`config.mk`:
```
export PLATFORM = sky130hd
export DESIGN_NAME = cfg_bitstream_sink
export DESIGN_NICKNAME = d
export VERILOG_FILES = /design/src/rtl/cfg_sink_pkg.sv /design/src/rtl/cfg_crc_acc.sv /design/src/rtl/cfg_ready_pacer.sv /design/src/rtl/cfg_trail_timer.sv /design/src/rtl/cfg_bitstream_sink.sv
export SDC_FILE = /design/constraint.sdc
export NUM_CORES = 1
export LEC_CHECK = 0
export CAP_MARGIN = 20
export CORE_ASPECT_RATIO = 0.8
export CORE_UTILIZATION = 27
export CTS_CLUSTER_DIAMETER = 80
export DETAILED_ROUTE_END_ITERATION = 10
export PLACE_DENSITY = 0.49
export SYNTH_ARGS = -nofsm -noshare
export SYNTH_HDL_FRONTEND = slang
export SYNTH_HIERARCHICAL = 1
export SYNTH_SLANG_ARGS = --single-unit
```
`constraint.sdc`:
```
create_clock -name clk -period 4.64 [get_ports clk]
set_clock_uncertainty 0.2 [all_clocks]
set_input_delay 0.464 -clock clk [delete_from_list [all_inputs] [get_ports clk]]
set_output_delay 0.464 -clock clk [all_outputs]
set_load 0.01 [all_outputs]
```
`src/rtl/cfg_sink_pkg.sv`:
```
package cfg_sink_pkg;

  localparam int          CRC_W    = 32;
  localparam logic [31:0] CRC_POLY = 32'h04C1_1DB7;
  localparam logic [31:0] CRC_SEED = 32'hFFFF_FFFF;

  typedef enum logic [2:0] {
    ST_IDLE      = 3'b000,
    ST_RECFG_ERR = 3'b001,
    ST_CRC_ERR   = 3'b010,
    ST_BUSY      = 3'b011,
    ST_INCOMPAT  = 3'b100,
    ST_OK        = 3'b101
  } sink_status_e;

  typedef enum logic [1:0] {
    PH_IDLE  = 2'd0,
    PH_RUN   = 2'd1,
    PH_TRAIL = 2'd2
  } sink_phase_e;

endpackage

```
`src/rtl/cfg_crc_acc.sv`:
```
module cfg_crc_acc
  import cfg_sink_pkg::*;
#(
  parameter int DATA_W = 32
) (
  input  logic              clk,
  input  logic              rst,
  input  logic              clear_i,
  input  logic              step_i,
  input  logic [DATA_W-1:0] data_i,
  output logic [CRC_W-1:0]  crc_o
);

  logic [CRC_W-1:0] crc_q;
  logic [CRC_W-1:0] chain [0:DATA_W];

  assign chain[0] = crc_q;

  // one shift stage per input bit, MSB of the word first
  for (genvar i = 0; i < DATA_W; i++) begin : g_bit
    logic fb;
    assign fb = chain[i][CRC_W-1] ^ data_i[DATA_W-1-i];
    assign chain[i+1] = {chain[i][CRC_W-2:0], 1'b0} ^ ({CRC_W{fb}} & CRC_POLY);
  end

  always_ff @(posedge clk) begin
    if (rst || clear_i) crc_q <= CRC_SEED;
    else if (step_i)    crc_q <= chain[DATA_W];
  end

  assign crc_o = crc_q;

  // every operation starts its CRC from the seed
  p_crc_seed_r7: assert property (@(posedge clk) disable iff (rst)
    clear_i |=> crc_o == CRC_SEED);

  // the CRC holds when no word is folded in
  p_crc_hold_r7: assert property (@(posedge clk) disable iff (rst)
    (!clear_i && !step_i) |=> $stable(crc_o));

endmodule

```
`src/rtl/cfg_ready_pacer.sv`:
```
module cfg_ready_pacer #(
  parameter int RATIO = 1
) (
  input  logic clk,
  input  logic rst,
  input  logic arm_i,
  input  logic take_i,
  input  logic kill_i,
  output logic ready_o
);

  localparam int WAIT_W = $clog2(RATIO + 1);
  localparam int HOLD   = RATIO - 1;

  logic              ready_q;
  logic [WAIT_W-1:0] wait_q;

  always_ff @(posedge clk) begin
    if (rst || kill_i) begin
      ready_q <= 1'b0;
      wait_q  <= '0;
    end else if (arm_i) begin
      ready_q <= 1'b1;
      wait_q  <= '0;
    end else if (take_i) begin
      ready_q <= (HOLD == 0);
      wait_q  <= WAIT_W'(HOLD);
    end else if (wait_q != '0) begin
      wait_q <= wait_q - 1'b1;
      if (wait_q == WAIT_W'(1)) ready_q <= 1'b1;
    end
  end

  assign ready_o = ready_q;

  if (RATIO > 1) begin : g_paced
    // a processing gap follows every taken word
    p_gap_after_take_r4: assert property (@(posedge clk) disable iff (rst)
      take_i |=> !ready_o);
  end else begin : g_unpaced
    // with a unit ratio a taken word keeps ready high
    p_no_gap_r4: assert property (@(posedge clk) disable iff (rst)
      (take_i && !kill_i) |=> ready_o);
  end

endmodule

```
`src/rtl/cfg_trail_timer.sv`:
```
module cfg_trail_timer #(
  parameter int TRAIL_CYC = 3
) (
  input  logic clk,
  input  logic rst,
  input  logic load_i,
  output logic expire_o
);

  localparam int CNT_W = $clog2(TRAIL_CYC + 1);

  logic [CNT_W-1:0] cnt_q;

  always_ff @(posedge clk) begin
    if (rst)                cnt_q <= '0;
    else if (load_i)        cnt_q <= CNT_W'(TRAIL_CYC);
    else if (cnt_q != '0)   cnt_q <= cnt_q - 1'b1;
  end

  assign expire_o = (cnt_q == CNT_W'(1));

  // the trailer counts down one step per cycle
  p_count_down_r7: assert property (@(posedge clk) disable iff (rst)
    (cnt_q != '0 && !load_i) |=> cnt_q == $past(cnt_q) - 1'b1);

endmodule

```
`src/rtl/cfg_bitstream_sink.sv`:
```
module cfg_bitstream_sink
  import cfg_sink_pkg::*;
#(
  parameter int          DATA_W    = 32,
  parameter int          WORDS     = 8,
  parameter int          RATIO     = 2,
  parameter int          TRAIL_CYC = 4,
  parameter logic [31:0] HEADER    = 32'h5EED_C0DE
) (
  input  logic              clk,
  input  logic              rst,
  input  logic              start_i,
  input  logic [DATA_W-1:0] word_i,
  input  logic              word_valid_i,
  output logic              word_ready_o,
  output logic              freeze_o,
  output logic [2:0]        status_o
);

  localparam int IDX_W = (WORDS > 1) ? $clog2(WORDS) : 1;

  sink_phase_e      phase_q;
  sink_status_e     status_q;
  logic             freeze_q;
  logic             crc_bad_q;
  logic [IDX_W-1:0] idx_q;
  logic [CRC_W-1:0] crc_now;
  logic             ready;
  logic             expire;

  logic accept, is_last, hdr_bad, go;

  assign accept  = word_valid_i && ready;
  assign is_last = (idx_q == IDX_W'(WORDS - 1));
  assign hdr_bad = (idx_q == '0) && (word_i != DATA_W'(HEADER));
  assign go      = (phase_q == PH_IDLE) && start_i;

  cfg_crc_acc #(.DATA_W(DATA_W)) u_crc (
    .clk     (clk),
    .rst     (rst),
    .clear_i (go),
    .step_i  (accept && !is_last && !hdr_bad),
    .data_i  (word_i),
    .crc_o   (crc_now)
  );

  cfg_ready_pacer #(.RATIO(RATIO)) u_pace (
    .clk     (clk),
    .rst     (rst),
    .arm_i   (go),
    .take_i  (accept && !is_last && !hdr_bad),
    .kill_i  (accept && (is_last || hdr_bad)),
    .ready_o (ready)
  );

  cfg_trail_timer #(.TRAIL_CYC(TRAIL_CYC)) u_trail (
    .clk      (clk),
    .rst      (rst),
    .load_i   (accept && is_last && !hdr_bad && !start_i),
    .expire_o (expire)
  );

  always_ff @(posedge clk) begin
    if (rst) begin
      phase_q   <= PH_IDLE;
      status_q  <= ST_IDLE;
      freeze_q  <= 1'b0;
      crc_bad_q <= 1'b0;
      idx_q     <= '0;
    end else begin
      unique case (phase_q)
        PH_IDLE: begin
          if (start_i) begin
            phase_q   <= PH_RUN;
            status_q  <= ST_BUSY;
            freeze_q  <= 1'b1;
            crc_bad_q <= 1'b0;
            idx_q     <= '0;
          end
        end
        PH_RUN: begin
          if (accept) begin
            if (hdr_bad) begin
              phase_q  <= PH_IDLE;
              status_q <= ST_INCOMPAT;
              freeze_q <= 1'b0;
            end else if (is_last) begin
              if (start_i) begin
                phase_q  <= PH_IDLE;
                status_q <= ST_RECFG_ERR;
                freeze_q <= 1'b0;
              end else begin
                phase_q   <= PH_TRAIL;
                crc_bad_q <= (word_i != DATA_W'(crc_now));
              end
            end else begin
              idx_q <= idx_q + 1'b1;
            end
          end
        end
        PH_TRAIL: begin
          if (expire) begin
            phase_q  <= PH_IDLE;
            freeze_q <= 1'b0;
            status_q <= crc_bad_q ? ST_CRC_ERR : ST_OK;
          end
        end
        default: phase_q <= PH_IDLE;
      endcase
    end
  end

  assign word_ready_o = ready;
  assign freeze_o     = freeze_q;
  assign status_o     = status_q;

  // the sink never offers ready outside an operation
  p_ready_needs_freeze_r3: assert property (@(posedge clk) disable iff (rst)
    word_ready_o |-> freeze_o);

  // a start taken while idle opens a busy operation
  p_start_busy_r2: assert property (@(posedge clk) disable iff (rst)
    (start_i && !freeze_o) |=> (freeze_o && word_ready_o && status_o == ST_BUSY));

  // a wrong header aborts on the next cycle
  p_header_abort_r5: assert property (@(posedge clk) disable iff (rst)
    (accept && hdr_bad) |=> (status_o == ST_INCOMPAT && !freeze_o && !word_ready_o));

  // ready stays down once the final word is in
  p_last_drop_r6: assert property (@(posedge clk) disable iff (rst)
    (accept && is_last) |=> !word_ready_o);

  // freeze only falls together with a final code
  p_freeze_fall_r7: assert property (@(posedge clk) disable iff (rst)
    $fell(freeze_o) |-> (status_o != ST_BUSY && status_o != ST_IDLE));

  // results are held while idle
  p_hold_r9: assert property (@(posedge clk) disable iff (rst)
    (!freeze_o && !start_i) |=> $stable(status_o));

endmodule

```
==> results.py, run 1 <==
metrics = {
    "synthesis": {
        "ys_types": 62,
        "synth-xor-area-share": 0.594,
        "yosys_most_used_dff": "dfxtp_1",
        "synth_top_area_frac": 0.227,
        "synth_top_cell_by_area": "xnor2_1",
        "synth_mux_area_frac": 0.00633,
        "synth_seq_area_share": 0.152,
        "synth-async-reset-ratio": 0,
        "synth-seq-cells": 48,
        "synth.yosys.warnings": 6,
        "synth_area_sq_um": 6320,
        "synth_area_leaders": "xnor2_1 23%, dfxtp_1 15%, xnor3_1 11%",
        "yosys.area_share.adder": 0.0238,
        "synth.avg_cell_area_sq_um": 10.8,
        "synth_compound_area_frac": 0.0651,
        "syn_inst": 584,
        "synth_top_family_by_area": "XOR/XNOR gates",
        "synthSimpleGateAreaFrac": 0.101,
        "synth-edff-count": 0,
        "synth_fp_nets": 632,
    },
    "global_route": {
        "grt_max_degree": 30,
        "overflow": 0,
        "grt_pass1_wl_microns": 29100,
        "grt_pass1_vias": 4582,
        "antenna_found_initial": 0,
        "grt_usage": 0.163,
    },
    "sta": {
        "max_freq_mhz": 228,
        "holdWs_ps": 310,
        "drv_slew": 0,
        "setup_slack_ps": 254,
        "fin_crit_ps": 4390,
        "setup_viol": 0,
        "tightest_slew_ps": 941,
        "relSlewSlack": 0.368,
        "period_share": 0.945,
        "hold_violations": 0,
        "rsz0062_at_grt": "no",
    },
    "die": {
        "die_h_microns": 139,
        "design.portCount": 41,
        "rows": 49,
        "fp.coreArea_sq_um": 22700,
        "die_width_microns": 173,
        "initial_core_util": 0.278,
        "die-area_sq_um": 24000,
    },
    "cells_and_area": {
        "diodes": 0,
        "post-route-util": 0.323,
        "drive_gt1_frac": 0.199,
        "multi_input_area_sq_um": 5000,
        "num-fill-cells": 2279,
        "fin_nets": 689,
        "stdcell_count": 948,
        "area_growth_pct": 16.3,
        "seqCellArea_sq_um": 961,
    },
    "routing": {
        "vias": 4332,
        "wire_per_inst_microns": 20.1,
        "vias_per_cell": 4.57,
        "drc": 0,
        "drtIter0Drc": 309,
        "first_pass_iters": 5,
        "postRouteAntennaNets": 0,
        "wirelength_microns": 19100,
    },
    "setup_path": {
        "rrSetupSlack_ps": 610,
        "start_kind": "primary input",
        "r2r.worst_path.cells": 9,
        "path_class": "in2reg",
        "cp_data_arrival_time_ps": 4360,
        "cpPeakStageDelay_ps": 580,
        "regToRegEndpoint": "u_crc/crc_o[8]",
        "crit_path_end_kind": "register",
        "reg2reg_from": "u_crc/crc_o[29]",
        "worstPathMaxFanout": 4,
        "crit_chain": "clkdlybuf4s50_1, xnor2_1, xor2_1, xnor3_2, xnor2_4, xnor2_1, xnor3_1, xnor3_1, nor4_1, nor3_1",
        "slowest_stage": "xnor3_1",
        "required_ps": 4610,
    },
    "clock_network": {
        "cts_resized": 0,
        "clock_sinks": 48,
        "cts.reportedPaths.clkPinSlew_ps": 70,
        "cts_tree": "built",
        "htree_num_levels": 2,
        "clk_latency_ps": 290,
        "post_cts_buffers": 0,
        "cts_buffers": 5,
        "clk_path_buf_depth": 2,
        "cts-root-buf": "clkbuf_16",
        "hold_buffers": 0,
    },
    "worst_hold_path": {
        "hold_path_depth": 2,
        "holdPathEnd": "phase_q[0]",
        "hp-class": "reg2reg",
        "min_from": "phase_q[0]",
    },
    "outcome": {
        "outcome": "completed",
    },
    "placement": {
        "placed_cells": 940,
        "dp_hpwl_microns": 16100,
        "gp_congestion": 0.939,
        "dp_slack_ps": -0.0142,
        "port_buffers": 40,
    },
    "flow_run": {
        "cap_violations": 0,
    },
}
## metrics by stage
step / setup TNS (ps) / instance area, sq um
after floorplan: 0 / 6320
after global placement: -16.3 / 7200
after detailed placement: -0.0142 / 7200
after CTS: 0 / 7350
after global routing: 0 / 7350
final: 0 / 7350
## cell type report
class | count | share of cell area
inverter | 16 | 0.00817
sequential | 48 | 0.131
clock buffer | 6 | 0.0189
multi-input combinational | 477 | 0.680
clock inverter | 2 | 0.00187
tap | 306 | 0.0521
timing repair buffer | 93 | 0.109
## flip-flops by register name (all words and copies together), names as in the netlist
signal / flops
status_o: 3
u_pace/wait_q: 2
idx_q: 3
phase_q: 2
crc_bad_q: 1
freeze_o: 1
u_pace/ready_o: 1
u_trail/cnt_q: 3
u_crc/crc_o: 32
## per-layer routing
| layer | wire length [microns] | part of all wire | GRT usage |
|---|---|---|---|
| met1 | 9490 | 0.50 | 0.242 |
| met2 | 8370 | 0.44 | 0.253 |
| met3 | 1080 | 0.057 | 0.0277 |
| met4 | 153 | 0.0080 | 0.0172 |
| met5 | 0 | 0 | 0 |
## worst max path at each step
stage | to | from | cells past startpoint | slack, ps
final | u_crc/crc_o[8] | word_i[18] | 10 | 250
after global routing | u_crc/crc_o[8] | word_i[21] | 12 | 80
after CTS | u_crc/crc_o[8] | word_i[21] | 12 | 280
after detailed placement | u_crc/crc_o[8] | word_i[21] | 12 | -0.01
after global placement | u_crc/crc_o[8] | word_i[21] | 12 | -20
after floorplan | u_crc/crc_o[8] | word_i[23] | 9 | 940
## worst max-delay path, delay by kind of cell
family	cells	cell delay, ps
and+or+nand+nor	2	380
buffers and inverters	1	540
xor gates and xnor gates	7	2960
## kinds of logic after synthesis
logic type / count (synthesis)
xor+xnor: 292
simple gates: 109
compound gates: 60
buf+inv: 59
flops: 48
fa+ha+maj: 12
mux: 4
## cell usage after synthesis, types with 12 or more instances
cell and number:
xnor2_1 164, buf_4 32, xor2_1 44, ha_1 12, nor2_1 25, dfxtp_1 48
a21oi_1 23, xnor3_1 31, xnor3_2 13, inv_1 15, xnor2_4 15, nand2_1 19
nor3_1 18
## cell usage in the layout (no fill, tap or decap), types with 7 or more instances in the layout
| cell | n |
|---|---|
| xnor2_1 | 164 |
| nor2_1 | 25 |
| nand2_1 | 19 |
| nand4_1 | 11 |
| xnor2_2 | 11 |
| dfxtp_1 | 48 |
| a21oi_1 | 23 |
| xor2_1 | 44 |
| nor3_1 | 17 |
| buf_4 | 53 |
| o211ai_1 | 10 |
| o21ai_0 | 7 |
| ha_1 | 12 |
| xnor3_1 | 31 |
| clkdlybuf4s50_1 | 40 |
| xnor2_4 | 15 |
| inv_1 | 15 |
| xnor3_2 | 13 |
Power of run 1 is left out: the tool's default activity adds up to more than one toggle a clock period on the data nets, which glitch-free logic cannot reach.
==> run 2, diff against run 1 <==
Settings changed: ABC_AREA set to 0, CORE_MARGIN set to 4.
==> run 2 against run 1 <==
Global-route usage is 0.88 points lower. Setup slack better by 110 ps. Critical path type unchanged. First-iteration DRC count rose by 6.5%. Critical path depth fell by 1. Via count rose by 0.39%. Routed wire length is 3.3% higher. Non-clock buffer count increased by 3. Sequential share of layout area is essentially flat. Die area grew 7.9%. Design area rose by 0.27%. Maximum frequency is 2.6% higher. Sequential cell count unchanged.
==> results.py, run 2 (synthesis gave the netlist of run 1 again) <==
metrics = {
    "clock_network": {
        "cts_resized": 0,
        "clk_latency_ps": 310,
        "hold_buffers": 0,
        "cts_buffers": 5,
        "cts_tree": "built",
        "htree_num_levels": 2,
        "clk_path_buf_depth": 2,
        "cts-root-buf": "clkbuf_16",
        "post_cts_buffers": 0,
        "cts.reportedPaths.clkPinSlew_ps": 70,
        "clock_sinks": 48,
    },
    "die": {
        "design.portCount": 41,
        "die-area_sq_um": 25900,
        "rows": 49,
        "die_width_microns": 179,
        "initial_core_util": 0.278,
        "fp.coreArea_sq_um": 22700,
        "die_h_microns": 145,
    },
    "worst_hold_path": {
        "min_from": "phase_q[0]",
        "holdPathEnd": "phase_q[0]",
        "hold_path_depth": 2,
        "hp-class": "reg2reg",
    },
    "routing": {
        "vias": 4349,
        "vias_per_cell": 4.57,
        "drtIter0Drc": 329,
        "wire_per_inst_microns": 20.7,
        "first_pass_iters": 5,
        "postRouteAntennaNets": 0,
        "drc": 0,
        "wirelength_microns": 19700,
    },
    "sta": {
        "fin_crit_ps": 4280,
        "rsz0062_at_grt": "no",
        "drv_slew": 0,
        "period_share": 0.921,
        "tightest_slew_ps": 775,
        "setup_viol": 0,
        "setup_tns_ps": 0,
        "hold_violations": 0,
        "max_freq_mhz": 234,
        "relSlewSlack": 0.482,
    },
    "setup_path": {
        "worstPathMaxFanout": 8,
        "slowest_stage": "xnor3_4",
        "crit_path_end_kind": "register",
        "cp_data_arrival_time_ps": 4310,
        "reg2reg_from": "u_crc/crc_o[29]",
        "start_kind": "primary input",
        "required_ps": 4680,
        "regToRegEndpoint": "u_crc/crc_o[5]",
        "rrSetupSlack_ps": 650,
        "crit_chain": "clkdlybuf4s50_1, xnor2_4, xor2_1, xnor3_2, xnor3_1, xnor3_4, xor2_1, xnor3_1, a21oi_1",
        "cpPeakStageDelay_ps": 640,
        "r2r.worst_path.cells": 10,
        "path_class": "in2reg",
    },
    "global_route": {
        "grt_usage": 0.154,
        "overflow": 0,
        "grt_max_degree": 30,
        "grt_pass1_vias": 4488,
        "antenna_found_initial": 0,
        "grt_pass1_wl_microns": 29100,
    },
    "cells_and_area": {
        "largest_reg_flops": 32,
        "layout_common_cells": "164 x xnor2_1, 56 x buf_4, 48 x dfxtp_1, 44 x xor2_1, 40 x clkdlybuf4s50_1",
        "fin_nets": 692,
        "diodes": 0,
        "drive_gt1_frac": 0.202,
        "layout_commonest_cell": "xnor2_1",
        "area_growth_pct": 16.7,
    },
    "placement": {
        "port_buffers": 40,
        "dp_hpwl_microns": 16400,
        "gp_congestion": 0.943,
    },
    "outcome": {
        "outcome": "completed",
    },
    "flow_run": {
        "cap_violations": 0,
    },
}
run 2: final cells by class:
| cell class | instances | area (sq um) |
|---|---|---|
| repair buffers | 96 | 821 |
| well taps | 306 | 383 |
| multi-input cells | 477 | 5000 |
| flip-flops and latches | 48 | 961 |
| inverters | 16 | 60.1 |
| clock inverters | 1 | 7.51 |
| clock buffers | 7 | 143 |
| fillers | 2312 | 15400 |
run 2: worst max-delay path by stage:
stage	start	endpoint	cells past startpoint
6_report	word_i[24]	u_crc/crc_o[5]	9
2_1_floorplan	word_i[23]	u_crc/crc_o[8]	9
3_5_place_dp	word_i[28]	u_crc/crc_o[8]	11
5_1_grt	word_i[29]	u_crc/crc_o[12]	11
4_1_cts	word_i[28]	u_crc/crc_o[5]	11
3_3_place_gp	word_i[28]	u_crc/crc_o[8]	11
run 2: critical path, delay by kind of cell:
family          cells  cell delay [ps]
xor+xnor            7             3110
buf+inv             1              570
compound gates      1              150
run 2: per-stage QoR:
step	setup slack, ps	area (sq um)	hold WS [ps]	utilization	std cells
floorplan	941	6320	269	-	584
global placement	87.6	7220	285	0.318	943
detailed placement	138	7220	303	0.318	943
CTS	396	7370	315	0.324	951
global route	189	7370	346	0.324	951
finish	365	7370	308	0.324	951
run 2: layer usage:
layer	up-vias	wire length, microns	track usage
li1	2080	-	-
met1	2156	10100	0.233
met2	99	8570	0.238
met3	14	865	0.0213
met4	0	184	0.0234
met5	-	0	0
Power of run 2 is left out for the same reason.
==> run 3, diff against run 2 <==
Settings changed: CORE_UTILIZATION 27 to 60, CTS_CLUSTER_SIZE set to 8, PLACE_DENSITY 0.49 to 0.87.
==> run 3 against run 2 <==
Design area decreased by 4.6%. Sequential cell count unchanged. Utilization increased by 36 points. Non-clock buffer count decreased by 20. Worst hold slack got worse by 4.8 ps. Highest routed layer unchanged.
==> results.py, run 3 (synthesis gave the netlist of run 1 again) <==
metrics = {
    "outcome": {
        "outcome": "completed",
    },
    "die": {
        "fp.coreArea_sq_um": 10300,
        "die_h_microns": 99.8,
        "design.portCount": 41,
        "initial_core_util": 0.615,
        "die_width_microns": 123,
        "rows": 33,
        "die-area_sq_um": 12300,
    },
    "routing": {
        "vias_per_cell": 5.86,
        "wl_met1_microns": 7480,
        "drtIter0Drc": 677,
        "dr_wl_met2_microns": 7180,
        "top_layer": "met4",
        "vias": 4486,
        "first_pass_iters": 5,
        "wirelength_microns": 16700,
        "drc": 0,
        "postRouteAntennaNets": 0,
        "wire_per_inst_microns": 21.8,
        "wl_met3_microns": 1910,
    },
    "setup_path": {
        "crit_chain": "clkdlybuf4s50_1, xnor2_4, xnor2_4, xnor3_1, xnor3_1, xnor3_4, xnor3_1, nor4_1, nor3_1",
        "cp.buffers_inverters": 1,
        "start_kind": "primary input",
        "cp_data_arrival_time_ps": 4290,
        "cpMostUsedCell": "xnor3_1",
        "worstPathMaxFanout": 6,
        "required_ps": 4600,
        "path_delay_family": "XOR/XNOR gates",
        "path_class": "in2reg",
        "slowest_stage": "xnor3_4",
        "r2r.worst_path.cells": 8,
        "regToRegEndpoint": "u_crc/crc_o[8]",
        "reg2reg_from": "u_crc/crc_o[31]",
        "crit_path_end_kind": "register",
        "cpPeakStageDelay_ps": 570,
        "rrSetupSlack_ps": 600,
    },
    "cells_and_area": {
        "layout_common_cells": "164 x xnor2_1, 48 x dfxtp_1, 44 x xor2_1, 40 x clkdlybuf4s50_1, 36 x buf_4",
        "diodes": 0,
        "final_area_sq_um": 7040,
        "largest_reg_flops": 32,
        "layout_commonest_cell": "xnor2_1",
        "num-fill-cells": 757,
        "drive_gt1_frac": 0.178,
        "fin_nets": 672,
        "area_growth_pct": 11.3,
        "stdcell_count": 765,
    },
    "clock_network": {
        "cts_tree": "built",
        "hold_buffers": 0,
        "clock_sinks": 48,
        "htree_num_levels": 2,
        "cts.reportedPaths.clkPinSlew_ps": 70,
        "cts_buffers": 5,
        "cts_resized": 0,
        "cts-root-buf": "clkbuf_16",
        "clk_latency_ps": 290,
        "clk_path_buf_depth": 2,
        "post_cts_buffers": 0,
    },
    "global_route": {
        "grt_max_degree": 30,
        "antenna_found_initial": 0,
        "grt_pass1_wl_microns": 25400,
        "grt_usage": 0.279,
        "overflow": 0,
        "grt_pass1_vias": 4384,
    },
    "sta": {
        "rsz0062_at_grt": "no",
        "max_freq_mhz": 231,
        "setup_viol": 0,
        "fin_crit_ps": 4330,
        "period_share": 0.932,
        "hold_violations": 0,
        "setup_tns_ps": 0,
        "drv_slew": 0,
        "tightest_slew_ps": 1030,
        "relSlewSlack": 0.308,
    },
    "worst_hold_path": {
        "min_from": "crc_bad_q",
        "hold_path_depth": 2,
        "hp-class": "reg2reg",
        "holdPathEnd": "crc_bad_q",
    },
    "flow_run": {
        "cap_violations": 0,
    },
    "placement": {
        "place_area_sq_um": 6870,
        "gp_congestion": 0.985,
        "dp_hpwl_microns": 13800,
        "port_buffers": 40,
        "placed_cells": 757,
    },
}
-- run 3: changes by cell type in the layout (fill, tap and decap cells not counted), sizes merged --
cell,before,now
buf,56,36
bufinv,0,1
clkbuf,7,5
inv,15,16
-- run 3: final cells by class --
type	instances	area (sq um)	share of cell area
clock buffers	5	125	0.0178
clock inverters	3	46.3	0.00658
inverters	16	60.1	0.00853
multi-input cells	477	5000	0.710
flip-flops and latches	48	961	0.137
well taps	140	175	0.0249
repair buffers	76	671	0.0953
-- run 3: worst max-delay path by stage --
stage                          start              end  slack, ps  cells after the start
after floorplan           word_i[23]   u_crc/crc_o[8]        940                      9
after global placement    word_i[28]   u_crc/crc_o[3]        110                     12
after detailed placement  word_i[31]   u_crc/crc_o[8]         80                      9
after CTS                 word_i[31]   u_crc/crc_o[8]        380                      9
after global routing      word_i[23]  u_crc/crc_o[28]        280                     12
final                     word_i[31]   u_crc/crc_o[8]        310                      9
-- run 3: stage by stage --
stage	util	worst slack, ps	hold slack [ps]
after floorplan	-	941	269
after global placement	0.668	111	286
after detailed placement	0.668	84.8	295
after CTS	0.685	378	304
after global routing	0.685	281	333
final	0.685	315	304
-- run 3: layer usage --
layer | vias up | track usage
li1 | 2036 | -
met1 | 2172 | 0.428
met2 | 256 | 0.416
met3 | 22 | 0.0670
met4 | 0 | 0.0267
met5 | - | 0
-- run 3: worst reg2reg max path, stage by stage, from the launching register on --
cell and delay, ps:
dfxtp_1 530, xnor2_4 240, xnor2_4 440, xnor3_1 560, xnor3_1 480, xnor3_4 570, xnor3_1 430, nor4_1 340
nor3_1 130
Power of run 3 is left out for the same reason.
